[src/rtl/dram_cls_pkg.sv]
package dram_cls_pkg;

   typedef enum logic [3:0] {
      CLS_IDLE   = 4'd0,
      CLS_RD     = 4'd1,
      CLS_EWR    = 4'd2,
      CLS_DWR    = 4'd3,
      CLS_RMW    = 4'd4,
      CLS_PG_RD  = 4'd5,
      CLS_PG_EWR = 4'd6,
      CLS_PG_DWR = 4'd7,
      CLS_PG_RMW = 4'd8,
      CLS_ROR    = 4'd9,
      CLS_CBR    = 4'd10,
      CLS_HID    = 4'd11,
      CLS_SELF   = 4'd12,
      CLS_BAD    = 4'd15
   } cls_e;

   typedef enum logic [1:0] {
      ST_IDLE = 2'd0,
      ST_ROW  = 2'd1,
      ST_REF  = 2'd2
   } trk_st_e;

   // active-low strobe levels as sampled
   typedef struct packed {
      logic ras_n;
      logic cas_n;
      logic we_n;
      logic oe_n;
   } strb_t;

   typedef struct packed {
      logic ras_fall;
      logic ras_rise;
      logic cas_fall;
      logic cas_rise;
      logic we_fall;
   } evt_t;

   function automatic cls_e page_of(input cls_e k);
      case (k)
         CLS_RD:  page_of = CLS_PG_RD;
         CLS_EWR: page_of = CLS_PG_EWR;
         CLS_DWR: page_of = CLS_PG_DWR;
         CLS_RMW: page_of = CLS_PG_RMW;
         default: page_of = CLS_BAD;
      endcase
   endfunction

endpackage

[src/rtl/strobe_sampler.sv]
module strobe_sampler
   import dram_cls_pkg::*;
#(
   parameter int STAGES = 1
)(
   input  logic  clk,
   input  logic  rst_n,
   input  strb_t pin,
   output strb_t cur,
   output evt_t  evt
);
   localparam int PW = 4 * STAGES;

   logic [PW-1:0] pipe;
   strb_t         prv;

   generate
      if (STAGES == 1) begin : g_one
         always_ff @(posedge clk) begin
            if (!rst_n) pipe <= '1;
            else        pipe <= pin;
         end
      end else begin : g_many
         always_ff @(posedge clk) begin
            if (!rst_n) pipe <= '1;
            else        pipe <= {pipe[PW-5:0], pin};
         end
      end
   endgenerate

   assign cur = strb_t'(pipe[PW-1 -: 4]);

   always_ff @(posedge clk) begin
      if (!rst_n) prv <= '1;
      else        prv <= cur;
   end

   always_comb begin
      evt.ras_fall = prv.ras_n & ~cur.ras_n;
      evt.ras_rise = ~prv.ras_n & cur.ras_n;
      evt.cas_fall = prv.cas_n & ~cur.cas_n;
      evt.cas_rise = ~prv.cas_n & cur.cas_n;
      evt.we_fall  = prv.we_n & ~cur.we_n;
   end

endmodule

[src/rtl/cycle_tracker.sv]
module cycle_tracker
   import dram_cls_pkg::*;
#(
   parameter int SELF_CYCLES = 5000
)(
   input  logic       clk,
   input  logic       rst_n,
   input  strb_t      cur,
   input  evt_t       evt,
   output logic       valid_o,
   output logic [3:0] cls_o,
   output logic       err_o
);
   localparam int             CNT_W  = $clog2(SELF_CYCLES + 1);
   localparam logic [CNT_W-1:0] SELF_L = CNT_W'(SELF_CYCLES);

   trk_st_e          st_q, st_d;
   logic             acc_q, acc_d;     // column access open
   logic             had_q, had_d;     // row already had an access
   cls_e             kind_q, kind_d;
   logic             oes_q, oes_d;     // OE seen low in this access
   logic             held_q, held_d;   // CAS kept low from an access
   logic             hid_q, hid_d;
   logic             bad_q, bad_d;
   logic [CNT_W-1:0] cnt_q, cnt_d;
   logic             emit;
   cls_e             code;

   always_comb begin
      st_d = st_q;  acc_d = acc_q;  had_d = had_q;  kind_d = kind_q;
      oes_d = oes_q; held_d = held_q; hid_d = hid_q; bad_d = bad_q;
      cnt_d = cnt_q; emit = 1'b0;  code = CLS_IDLE;
      case (st_q)
         ST_IDLE: begin
            if (evt.cas_rise) held_d = 1'b0;
            if (evt.ras_fall) begin
               if (!cur.cas_n) begin
                  st_d  = ST_REF;
                  hid_d = held_q && !evt.cas_fall;
                  bad_d = evt.cas_fall || (!held_q && !cur.we_n);
                  cnt_d = CNT_W'(1);
               end else begin
                  st_d  = ST_ROW;
                  acc_d = 1'b0;
                  had_d = 1'b0;
               end
            end
         end
         ST_ROW: begin
            if (acc_q && !cur.cas_n && !cur.oe_n) oes_d = 1'b1;
            if (acc_q && !cur.cas_n && evt.we_fall && kind_q == CLS_RD)
               kind_d = oes_q ? CLS_RMW : CLS_DWR;
            if (evt.cas_fall && !evt.ras_rise) begin
               acc_d  = 1'b1;
               kind_d = cur.we_n ? CLS_RD : CLS_EWR;
               oes_d  = !cur.oe_n;
            end
            if (evt.ras_rise) begin
               st_d = ST_IDLE;
               if (acc_q) begin
                  emit   = 1'b1;
                  code   = had_q ? page_of(kind_d) : kind_d;
                  held_d = !cur.cas_n;
               end else if (!had_q) begin
                  emit = 1'b1;
                  code = CLS_ROR;
               end
               acc_d = 1'b0;
            end else if (evt.cas_rise && acc_q) begin
               emit  = 1'b1;
               code  = had_q ? page_of(kind_d) : kind_d;
               acc_d = 1'b0;
               had_d = 1'b1;
            end
         end
         ST_REF: begin
            if (cnt_q < SELF_L) cnt_d = cnt_q + CNT_W'(1);
            if (evt.cas_fall) bad_d = 1'b1;
            if (evt.ras_rise) begin
               st_d   = ST_IDLE;
               emit   = 1'b1;
               held_d = hid_q && !cur.cas_n;
               if (bad_d)               code = CLS_BAD;
               else if (hid_q)          code = CLS_HID;
               else if (cnt_q >= SELF_L) code = CLS_SELF;
               else                     code = CLS_CBR;
            end
         end
         default: st_d = ST_IDLE;
      endcase
   end

   always_ff @(posedge clk) begin
      if (!rst_n) begin
         st_q <= ST_IDLE;  acc_q <= 1'b0; had_q <= 1'b0; kind_q <= CLS_RD;
         oes_q <= 1'b0;    held_q <= 1'b0; hid_q <= 1'b0; bad_q <= 1'b0;
         cnt_q <= '0;
         valid_o <= 1'b0;  cls_o <= CLS_IDLE; err_o <= 1'b0;
      end else begin
         st_q <= st_d;  acc_q <= acc_d; had_q <= had_d; kind_q <= kind_d;
         oes_q <= oes_d; held_q <= held_d; hid_q <= hid_d; bad_q <= bad_d;
         cnt_q <= cnt_d;
         valid_o <= emit;
         err_o   <= emit && (code == CLS_BAD);
         if (emit)                       cls_o <= code;
         else if (cur.ras_n && cur.cas_n) cls_o <= CLS_IDLE;
      end
   end

   a_r13_single_pulse: assert property (@(posedge clk) disable iff (!rst_n)
      valid_o |=> !valid_o);

   a_r12_err_has_valid: assert property (@(posedge clk) disable iff (!rst_n)
      err_o |-> valid_o);

   // refresh-class reports come only from a row strobe rise
   a_r8_refresh_on_ras_rise: assert property (@(posedge clk) disable iff (!rst_n)
      (valid_o && (cls_o == CLS_ROR || cls_o == CLS_CBR ||
                   cls_o == CLS_HID || cls_o == CLS_SELF)) |-> $past(cur.ras_n));

endmodule

[src/rtl/dq_owner.sv]
module dq_owner
   import dram_cls_pkg::*;
(
   input  logic  clk,
   input  logic  rst_n,
   input  strb_t cur,
   input  logic  cas_fall,
   input  logic  cas_rise,
   input  logic  we_fall,
   output logic  mem_drv_o,
   output logic  ctl_drv_o
);
   logic rd_q, rd_d;   // read data latched by the memory
   logic wr_q, wr_d;   // write data phase

   always_comb begin
      rd_d = rd_q;
      wr_d = wr_q;
      if (cas_fall && !cur.ras_n) begin
         rd_d = cur.we_n;
         wr_d = !cur.we_n;
      end else if (we_fall && !cur.cas_n && rd_q) begin
         rd_d = 1'b0;
         wr_d = 1'b1;
      end
      if (cas_rise) wr_d = 1'b0;
      if (cur.ras_n && cur.cas_n) begin
         rd_d = 1'b0;
         wr_d = 1'b0;
      end
   end

   always_ff @(posedge clk) begin
      if (!rst_n) begin
         rd_q <= 1'b0; wr_q <= 1'b0;
         mem_drv_o <= 1'b0; ctl_drv_o <= 1'b0;
      end else begin
         rd_q <= rd_d; wr_q <= wr_d;
         mem_drv_o <= rd_d & ~cur.oe_n;
         ctl_drv_o <= wr_d;
      end
   end

   a_r3_no_bus_fight: assert property (@(posedge clk) disable iff (!rst_n)
      !(mem_drv_o && ctl_drv_o));

   a_r1_standby_hiz: assert property (@(posedge clk) disable iff (!rst_n)
      (cur.ras_n && cur.cas_n) |=> (!mem_drv_o && !ctl_drv_o));

   a_r3_early_write_hiz: assert property (@(posedge clk) disable iff (!rst_n)
      (cas_fall && !cur.ras_n && !cur.we_n) |=> !mem_drv_o);

   a_r11_oe_release: assert property (@(posedge clk) disable iff (!rst_n)
      cur.oe_n |=> !mem_drv_o);

endmodule

[src/rtl/dram_seq_classifier.sv]
module dram_seq_classifier
   import dram_cls_pkg::*;
#(
   parameter int SELF_CYCLES = 5000,  // 100 us at 50 MHz
   parameter int SYNC_STAGES = 1
)(
   input  logic       clk,
   input  logic       rst_n,
   input  logic       ras_n_i,
   input  logic       cas_n_i,
   input  logic       we_n_i,
   input  logic       oe_n_i,
   output logic       cyc_valid_o,
   output logic [3:0] cyc_class_o,
   output logic       seq_err_o,
   output logic       mem_drv_o,
   output logic       ctl_drv_o
);
   generate
      if (SELF_CYCLES < 2) begin : g_chk_self
         $error("SELF_CYCLES must be at least 2");
      end
      if (SYNC_STAGES < 1 || SYNC_STAGES > 3) begin : g_chk_sync
         $error("SYNC_STAGES must be 1, 2 or 3");
      end
   endgenerate

   strb_t pin, cur;
   evt_t  evt;

   assign pin = '{ras_n: ras_n_i, cas_n: cas_n_i, we_n: we_n_i, oe_n: oe_n_i};

   strobe_sampler #(.STAGES(SYNC_STAGES)) u_smp (
      .clk(clk), .rst_n(rst_n), .pin(pin), .cur(cur), .evt(evt));

   cycle_tracker #(.SELF_CYCLES(SELF_CYCLES)) u_trk (
      .clk(clk), .rst_n(rst_n), .cur(cur), .evt(evt),
      .valid_o(cyc_valid_o), .cls_o(cyc_class_o), .err_o(seq_err_o));

   dq_owner u_dq (
      .clk(clk), .rst_n(rst_n), .cur(cur),
      .cas_fall(evt.cas_fall), .cas_rise(evt.cas_rise), .we_fall(evt.we_fall),
      .mem_drv_o(mem_drv_o), .ctl_drv_o(ctl_drv_o));

endmodule

[config.mk]
export PLATFORM = sky130hd
export DESIGN_NAME = dram_seq_classifier
export DESIGN_NICKNAME = d
export VERILOG_FILES = /design/src/rtl/dram_cls_pkg.sv /design/src/rtl/strobe_sampler.sv /design/src/rtl/cycle_tracker.sv /design/src/rtl/dq_owner.sv /design/src/rtl/dram_seq_classifier.sv
export SDC_FILE = /design/constraint.sdc
export NUM_CORES = 1
export LEC_CHECK = 0
export ABC_AREA = 1
export BUFFER_PORTS_ARGS = -buffer_cell sky130_fd_sc_hd__buf_2
export CORE_MARGIN = 2
export CORE_UTILIZATION = 50
export CTS_CLUSTER_DIAMETER = 200
export DETAILED_ROUTE_END_ITERATION = 7
export PLACE_DENSITY_LB_ADDON = 0.3
export SYNTH_ARGS = -nofsm -noshare
export SYNTH_HDL_FRONTEND = slang
export SYNTH_SLANG_ARGS = --single-unit
[constraint.sdc]
create_clock -name clk -period 3.79 [get_ports clk]
set_input_delay 1.137 -clock clk [delete_from_list [all_inputs] [get_ports clk]]
set_output_delay 1.137 -clock clk [all_outputs]
set_load 0.02 [all_outputs]
Word-level counts from Yosys, hierarchy flattened
Cells that the tools add are included.
{"block": "word_totals", "register_bits": 41, "inputBits": 6, "wordCells": 152}
{"block": "op_classes", "addsub": 1, "order_cmp": 2, "n_eq_ne": 20, "mux": 58, "bitwise_logic": 13, "n_reduce_logical": 39}
{"operator": "$mux 4", "n": 13}
{"operator": "$mux 13", "n": 3}
{"operator": "$mux 1", "n": 27}
{"operator": "$pmux 13 s2", "n": 1}
{"operator": "$pmux 4 s4", "n": 1}
{"operator": "$logic_and 1x1->1", "n": 14}
{"operator": "$ne 2x1->1 const B", "n": 7}
{"operator": "$add 13x1->13 const B", "n": 1}
{"operator": "$ge 13x13->1 const B", "n": 1}
{"operator": "$lt 13x13->1 const B", "n": 1}
{"operator": "$reduce_and 5->1", "n": 2}
{"operator": "$reduce_bool 2->1", "n": 5}
{"operator": "$eq 4x1->1 const B", "n": 2}
{"operator": "$eq 4x2->1 const B", "n": 2}
{"operator": "$mux 2", "n": 4}
{"operator": "$ne 2x2->1 const B", "n": 4}
{"operator": "$pmux 1 s2", "n": 4}
{"operator": "$pmux 4 s2", "n": 1}
{"operator": "$reduce_and 4->1", "n": 2}
{"operator": "$logic_not 1->1", "n": 7}
{"operator": "$not 1->1", "n": 7}
{"operator": "$and 1x1->1", "n": 6}
{"operator": "$mux 3", "n": 2}
{"operator": "$reduce_and 3->1", "n": 2}
{"operator": "13 further kinds", "n": 14}

Depth between registers and ports, before layout
{"block": "depth", "word_depth": 15, "ltp_mapped": 16, "mapped_depth_nobuf": 16}

Cells and area by module
A second synthesis with hierarchy kept.
{"block": "hier_totals", "hier_cells": 319, "area_unflattened_um2": 2204.6}
{"module": "cycle_tracker", "instances": 1, "cells_each": 271, "area_per_inst_um2": 1848.0, "seq_area_each_um2": 620.6}
{"module": "strobe_sampler", "instances": 1, "cells_each": 29, "area_per_inst_um2": 222.7, "seq_area_each_um2": 140.1}
{"module": "dq_owner", "instances": 1, "cells_each": 19, "area_per_inst_um2": 133.9, "seq_area_each_um2": 60.1}

Worst setup path after synthesis
OpenSTA, ideal clock, no wires.
{"block": "synth_timing", "path_type": "input-to-reg", "from": "input rst_n", "to": "register u_trk.cnt_q[10]", "setup_time_ns": 0.115, "arrival_time_ns": 1.773, "setup_slack_ns": 1.902, "cell_stages": 5, "path_cell_list": "o21ai_1 -> inv_1 -> o21ai_1 -> o21ai_0 -> o21a_1"}
{"item": "start, declared", "line": "dram_seq_classifier.sv:8", "source": "input logic rst_n,"}
{"item": "end signal, assigned", "line": "cycle_tracker.sv:102", "source": "cnt_q <= cnt_d;"}
{"item": "end, declared", "line": "cycle_tracker.sv:25", "source": "logic [CNT_W-1:0] cnt_q, cnt_d;"}

Final worst setup path
{"block": "layout_timing", "from": "register u_trk.st_q[0]", "to": "register u_trk.cnt_q[10]"}
{"block": "layout_via", "elab_chain_len": 3, "elab_cells_between_ends": 8, "classes_between": "eq/ne (4); mux (1); reduce/logical (3)"}
{"item": "start, declared", "line": "cycle_tracker.sv:17", "source": "trk_st_e st_q, st_d;"}
{"item": "start signal, assigned", "line": "cycle_tracker.sv:95", "source": "st_q <= ST_IDLE; acc_q <= 1'b0; had_q <= 1'b0; kind_q <= CLS_RD;"}
{"item": "start signal, assigned", "line": "cycle_tracker.sv:100", "source": "st_q <= st_d; acc_q <= acc_d; had_q <= had_d; kind_q <= kind_d;"}
{"item": "$eq 2x2->1 or $logic_not 2->1 (tied branches)", "line": "cycle_tracker.sv:33", "source": "case (st_q)"}
{"item": "$ne 2x1->1 (no line) (tied with other cells)"}
{"item": "$reduce_and 4->1 (no line)"}
Parallel ways exist; a longest one is shown, timed or not.
A chain may end at the register's enable or synchronous reset.

==> out/qor_table.md <==
| Item | Reported |
|:---|:---|
| Placeable core area | 4000 um^2 |
| Synth area leader | sky130_fd_sc_hd__dfxtp_1 |
| Total Nets Final | 325 |
| Port bufs | 13 |
| Number of distinct library cells after synthesis | 35 |
| Run status | complete, no violations |
| TritonCTS clock tree | done |
| Launching point of the worst reg2reg path | u_trk.st_q[0] |
| Critical-path cell list | inv_1 -> ha_1 -> inv_1 -> nor2_2 -> inv_2 -> nor2_4 -> inv_2 -> o21ai_1 -> inv_1 -> o21ai_1 -> o21ai_0 -> o21a_1 |
| Detailed-route vias per instance | 5.15 |
| Quantity of hold-fixing buffers added after cts | 0 |
| Post-synthesis sequential area ratio | 39.7% |
| Post-DR wirelength/cell | 11.6 um |
| Remaining design rule violation count | 0 |
| Largest net degree at the start of global routing | 16 |
| Post-DP Area | 2180 um^2 |
| Worst Max-Slew Pin Slew | 545 ps |
| Initial antenna violation count | 0 |
| Area used by multi-input combinational logic | 1050 um^2 |
| Relative area change from synthesis to final layout | 9.56% |
| Root Driver | sky130_fd_sc_hd__clkbuf_8 |
| Most common cell on crit path | sky130_fd_sc_hd__inv_1 |
| Hold path depth | 1 |
| Number of cells on the worst reg-to-reg path | 12 |
| Type of element launching the critical path | flop |
| Worst Setup End Kind | flop |
| Capture endpoint of the worst hold path | u_dq.mem_drv_o |
| Mapped Avg Cell Area | 6.96 um^2 |
| Worst slew slack as a fraction of its limit | 63.5% |
| First-pass GRT wire length | 7010 um |
| Tightest hold margin | 459 ps |
| Area of the die | 4670 um^2 |
| RSZ-0062 raised after global routing | false |
| Clock insertion delay at the later pin of the skew report | 290 ps |
| Number of cells produced by synthesis | 297 |
| Maximum clock rate | 0.456 GHz |
| FFs w/ async S/R, synth | 0% |
| R2R setup slack | 1590 ps |
| Boundary pin count | 14 |
| Arrival time of data at the critical path endpoint | 2390 ps |
| Crit path largest cell delay | 350 ps |
| Total CTS buffers | 5 |
| Max capacitance violation total | 0 |
| Post-layout worst setup margin | 1590 ps |
| Standard-cell row count | 23 |
| Final TNS setup | 0 ps |
| Count of antenna-violating nets left after detailed routing | 0 |
| Fill cells | 390 |
| Slowest-stage cell, CP | sky130_fd_sc_hd__o21ai_1 |
| Initial cell density of the core | 51.7% |
| Fin. max-slew vios | 0 |
| Hold Violations, Final | 0 |
| Setup Viol. Count Final | 0 |
| Final worst clock skew | 2.74 ps |
| Required arrival time at the worst endpoint | 3980 ps |
| Mapped Nets | 308 |
| GPL Wtd Cong | 0.886 |
| Clock tree sinks | 41 |
| Synthesized cell area | 2070 um^2 |
| DIE HEIGHT | 68.3 um |
| Reg area | 821 um^2 |
| Clk buf depth | 2 |
| Final Instance Area | 2270 um^2 |
| Share of cells above drive strength 1 | 11.4% |
| Post-synthesis sequential element count | 41 |
| Area fraction of the dominant cell type after synthesis | 39.7% |
| Post-place setup slack | 1510 ps |
| Reg2Reg Capture Point | u_trk.cnt_q[10] |
| H-tree lvl count | 2 |
| Power, Total | 0.893 mW |
| Maximum net fanout on the critical path | 6 |
| Static power due to leakage | 1.04 nW |
| Largest vdd supply drop | 229 uV |
| Warnings, synthesis | 0 |
| Power density cells | 394 nW/um^2 |
| Die width | 68.3 um |
| Most frequently used flop master after synthesis | sky130_fd_sc_hd__dfxtp_1 |
| Post-CTS setup buffer count | 0 |
| Overall via count from detail_route | 1,878 |
| Launch instance of the worst min-delay path | u_smp.cur[0] |
| Clock input transition at the sequential cells of the worst setup and hold paths | 70 ps |
| 1st-pass router iterations | 4 |
| Total wirelength of the detailed-routed design | 4220 um |
| Total congestion overflow after global routing | 0 |
| Cells taking the most area after synthesis | sky130_fd_sc_hd__dfxtp_1 40%, sky130_fd_sc_hd__nand2_1 12%, sky130_fd_sc_hd__inv_1 8.5%, sky130_fd_sc_hd__a21oi_1 6.8%, sky130_fd_sc_hd__nor2_1 4.4% |
| Total global-route track usage | 20.3% |
| Detailed Place HPWL | 3240 um |
| Violation count after the first detailed-route iteration | 83 |
| Type of the setup path with the least slack | reg -> reg |
| Shortest clock period the worst path allows after layout | 2200 ps |
| Number of instances resized during post-cts repair | 0 |
| Vias in the first global route | 1,657 |
| Antenna diode count | 0 |
| Final period utilization | 57.9% |
| Post-synth EDFFs | 0 |
| HP Class | reg -> reg |
-- metal layers --
layer	global-route usage [%]	part of all wire, %	up-vias
li1	-	-	997
met1	26.9	50	832
met2	31.3	43	42
met3	5.10	4.7	7
met4	8.75	1.8	0
met5	0	0	-
-- cells in the mapped netlist, types with 2 or more instances --
| library cell | instances |
|---|---|
| sky130_fd_sc_hd__o21a_1 | 3 |
| sky130_fd_sc_hd__a211oi_1 | 5 |
| sky130_fd_sc_hd__ha_1 | 5 |
| sky130_fd_sc_hd__nor2_4 | 2 |
| sky130_fd_sc_hd__inv_1 | 47 |
| sky130_fd_sc_hd__clkbuf_1 | 2 |
| sky130_fd_sc_hd__o21ai_1 | 3 |
| sky130_fd_sc_hd__o211ai_1 | 4 |
| sky130_fd_sc_hd__dfxtp_1 | 41 |
| sky130_fd_sc_hd__nand4_1 | 4 |
| sky130_fd_sc_hd__nand2_2 | 2 |
| sky130_fd_sc_hd__a31oi_1 | 3 |
| sky130_fd_sc_hd__a21oi_1 | 28 |
| sky130_fd_sc_hd__nand3_1 | 15 |
| sky130_fd_sc_hd__nor3_1 | 5 |
| sky130_fd_sc_hd__or2_2 | 5 |
| sky130_fd_sc_hd__nand2_1 | 68 |
| sky130_fd_sc_hd__inv_2 | 2 |
| sky130_fd_sc_hd__o21ai_0 | 14 |
| sky130_fd_sc_hd__nor2_1 | 24 |
-- cells by family (layout without fill, tap and decap cells) --
kind of cell | count (synthesis) | count (layout) | share of synthesized area (%)
buffers and inverters | 53 | 71 | 9.74
and+or+nand+nor | 131 | 131 | 28.7
DFF | 41 | 41 | 39.7
adders and majority gates | 5 | 5 | 3.02
AOI/OAI and AO/OA | 67 | 67 | 18.9
-- layout by cell type (no fill, tap or decap), types with 2 or more instances in the layout --
cell,netlist,final
sky130_fd_sc_hd__nand2_2,2,2
sky130_fd_sc_hd__ha_1,5,5
sky130_fd_sc_hd__inv_1,47,47
sky130_fd_sc_hd__clkbuf_8,0,5
sky130_fd_sc_hd__nor3_1,5,5
sky130_fd_sc_hd__buf_2,1,13
sky130_fd_sc_hd__or2_2,5,5
sky130_fd_sc_hd__nand2_1,68,68
sky130_fd_sc_hd__o21ai_1,3,3
sky130_fd_sc_hd__a211oi_1,5,5
sky130_fd_sc_hd__o21a_1,3,3
sky130_fd_sc_hd__inv_2,2,2
sky130_fd_sc_hd__a21oi_1,28,28
sky130_fd_sc_hd__nor2_1,24,24
sky130_fd_sc_hd__nand4_1,4,4
sky130_fd_sc_hd__nand3_1,15,15
sky130_fd_sc_hd__clkinv_2,1,3
sky130_fd_sc_hd__o21ai_0,14,14
sky130_fd_sc_hd__dfxtp_1,41,41
sky130_fd_sc_hd__nor2_4,2,2
sky130_fd_sc_hd__a31oi_1,3,3
sky130_fd_sc_hd__o211ai_1,4,4
-- state kept, by name, summed over array words and instances (netlist names), 2 cells and up --
name	cells
u_trk.st_q	2
u_trk.kind_q	4
u_smp.cur	4
u_smp.prv	3
u_trk.cls_o	4
u_trk.cnt_q	13
-- per-stage QoR --
step | std cells | util (%)
after floorplan | 297 | -
after global placement | 357 | 54.6
after detailed placement | 357 | 54.6
after CTS | 365 | 56.6
after global routing | 365 | 56.6
final | 365 | 56.6
-- power by group --
group,switching (mW),internal [mW]
clock network,0.146,0.128
registers,0.0143,0.450
logic,0.104,0.0510
-- critical path, delay by kind of cell (launching register included) --
kind | cells | cell delay [ps]
flip-flops | 1 | 320
buffers and inverters | 5 | 500
AO/OA/AOI/OAI | 4 | 760
adder cells (fa/ha/maj) | 1 | 290
AND/OR/NAND/NOR | 2 | 230
-- cell type report --
class,instances,share of cell area (%)
clock buffers,6,3.20
clock inverters,2,0.442
inverters,50,8.34
multi-input cells,203,46.2
flip-flops and latches,41,36.2
well taps,50,2.76
repair buffers,13,2.87
-- worst max path at each step --
stage,startpoint,to,cells past startpoint
after floorplan,rst_n,u_trk.cnt_q[10],5
after CTS,u_trk.st_q[0],u_trk.cnt_q[10],12
after global routing,u_trk.st_q[1],u_trk.cnt_q[10],12
after global placement,rst_n,u_trk.cnt_q[10],6
after detailed placement,rst_n,u_trk.cnt_q[10],6
final,u_trk.st_q[0],u_trk.cnt_q[10],12
(Power assumes the default switching activity.)
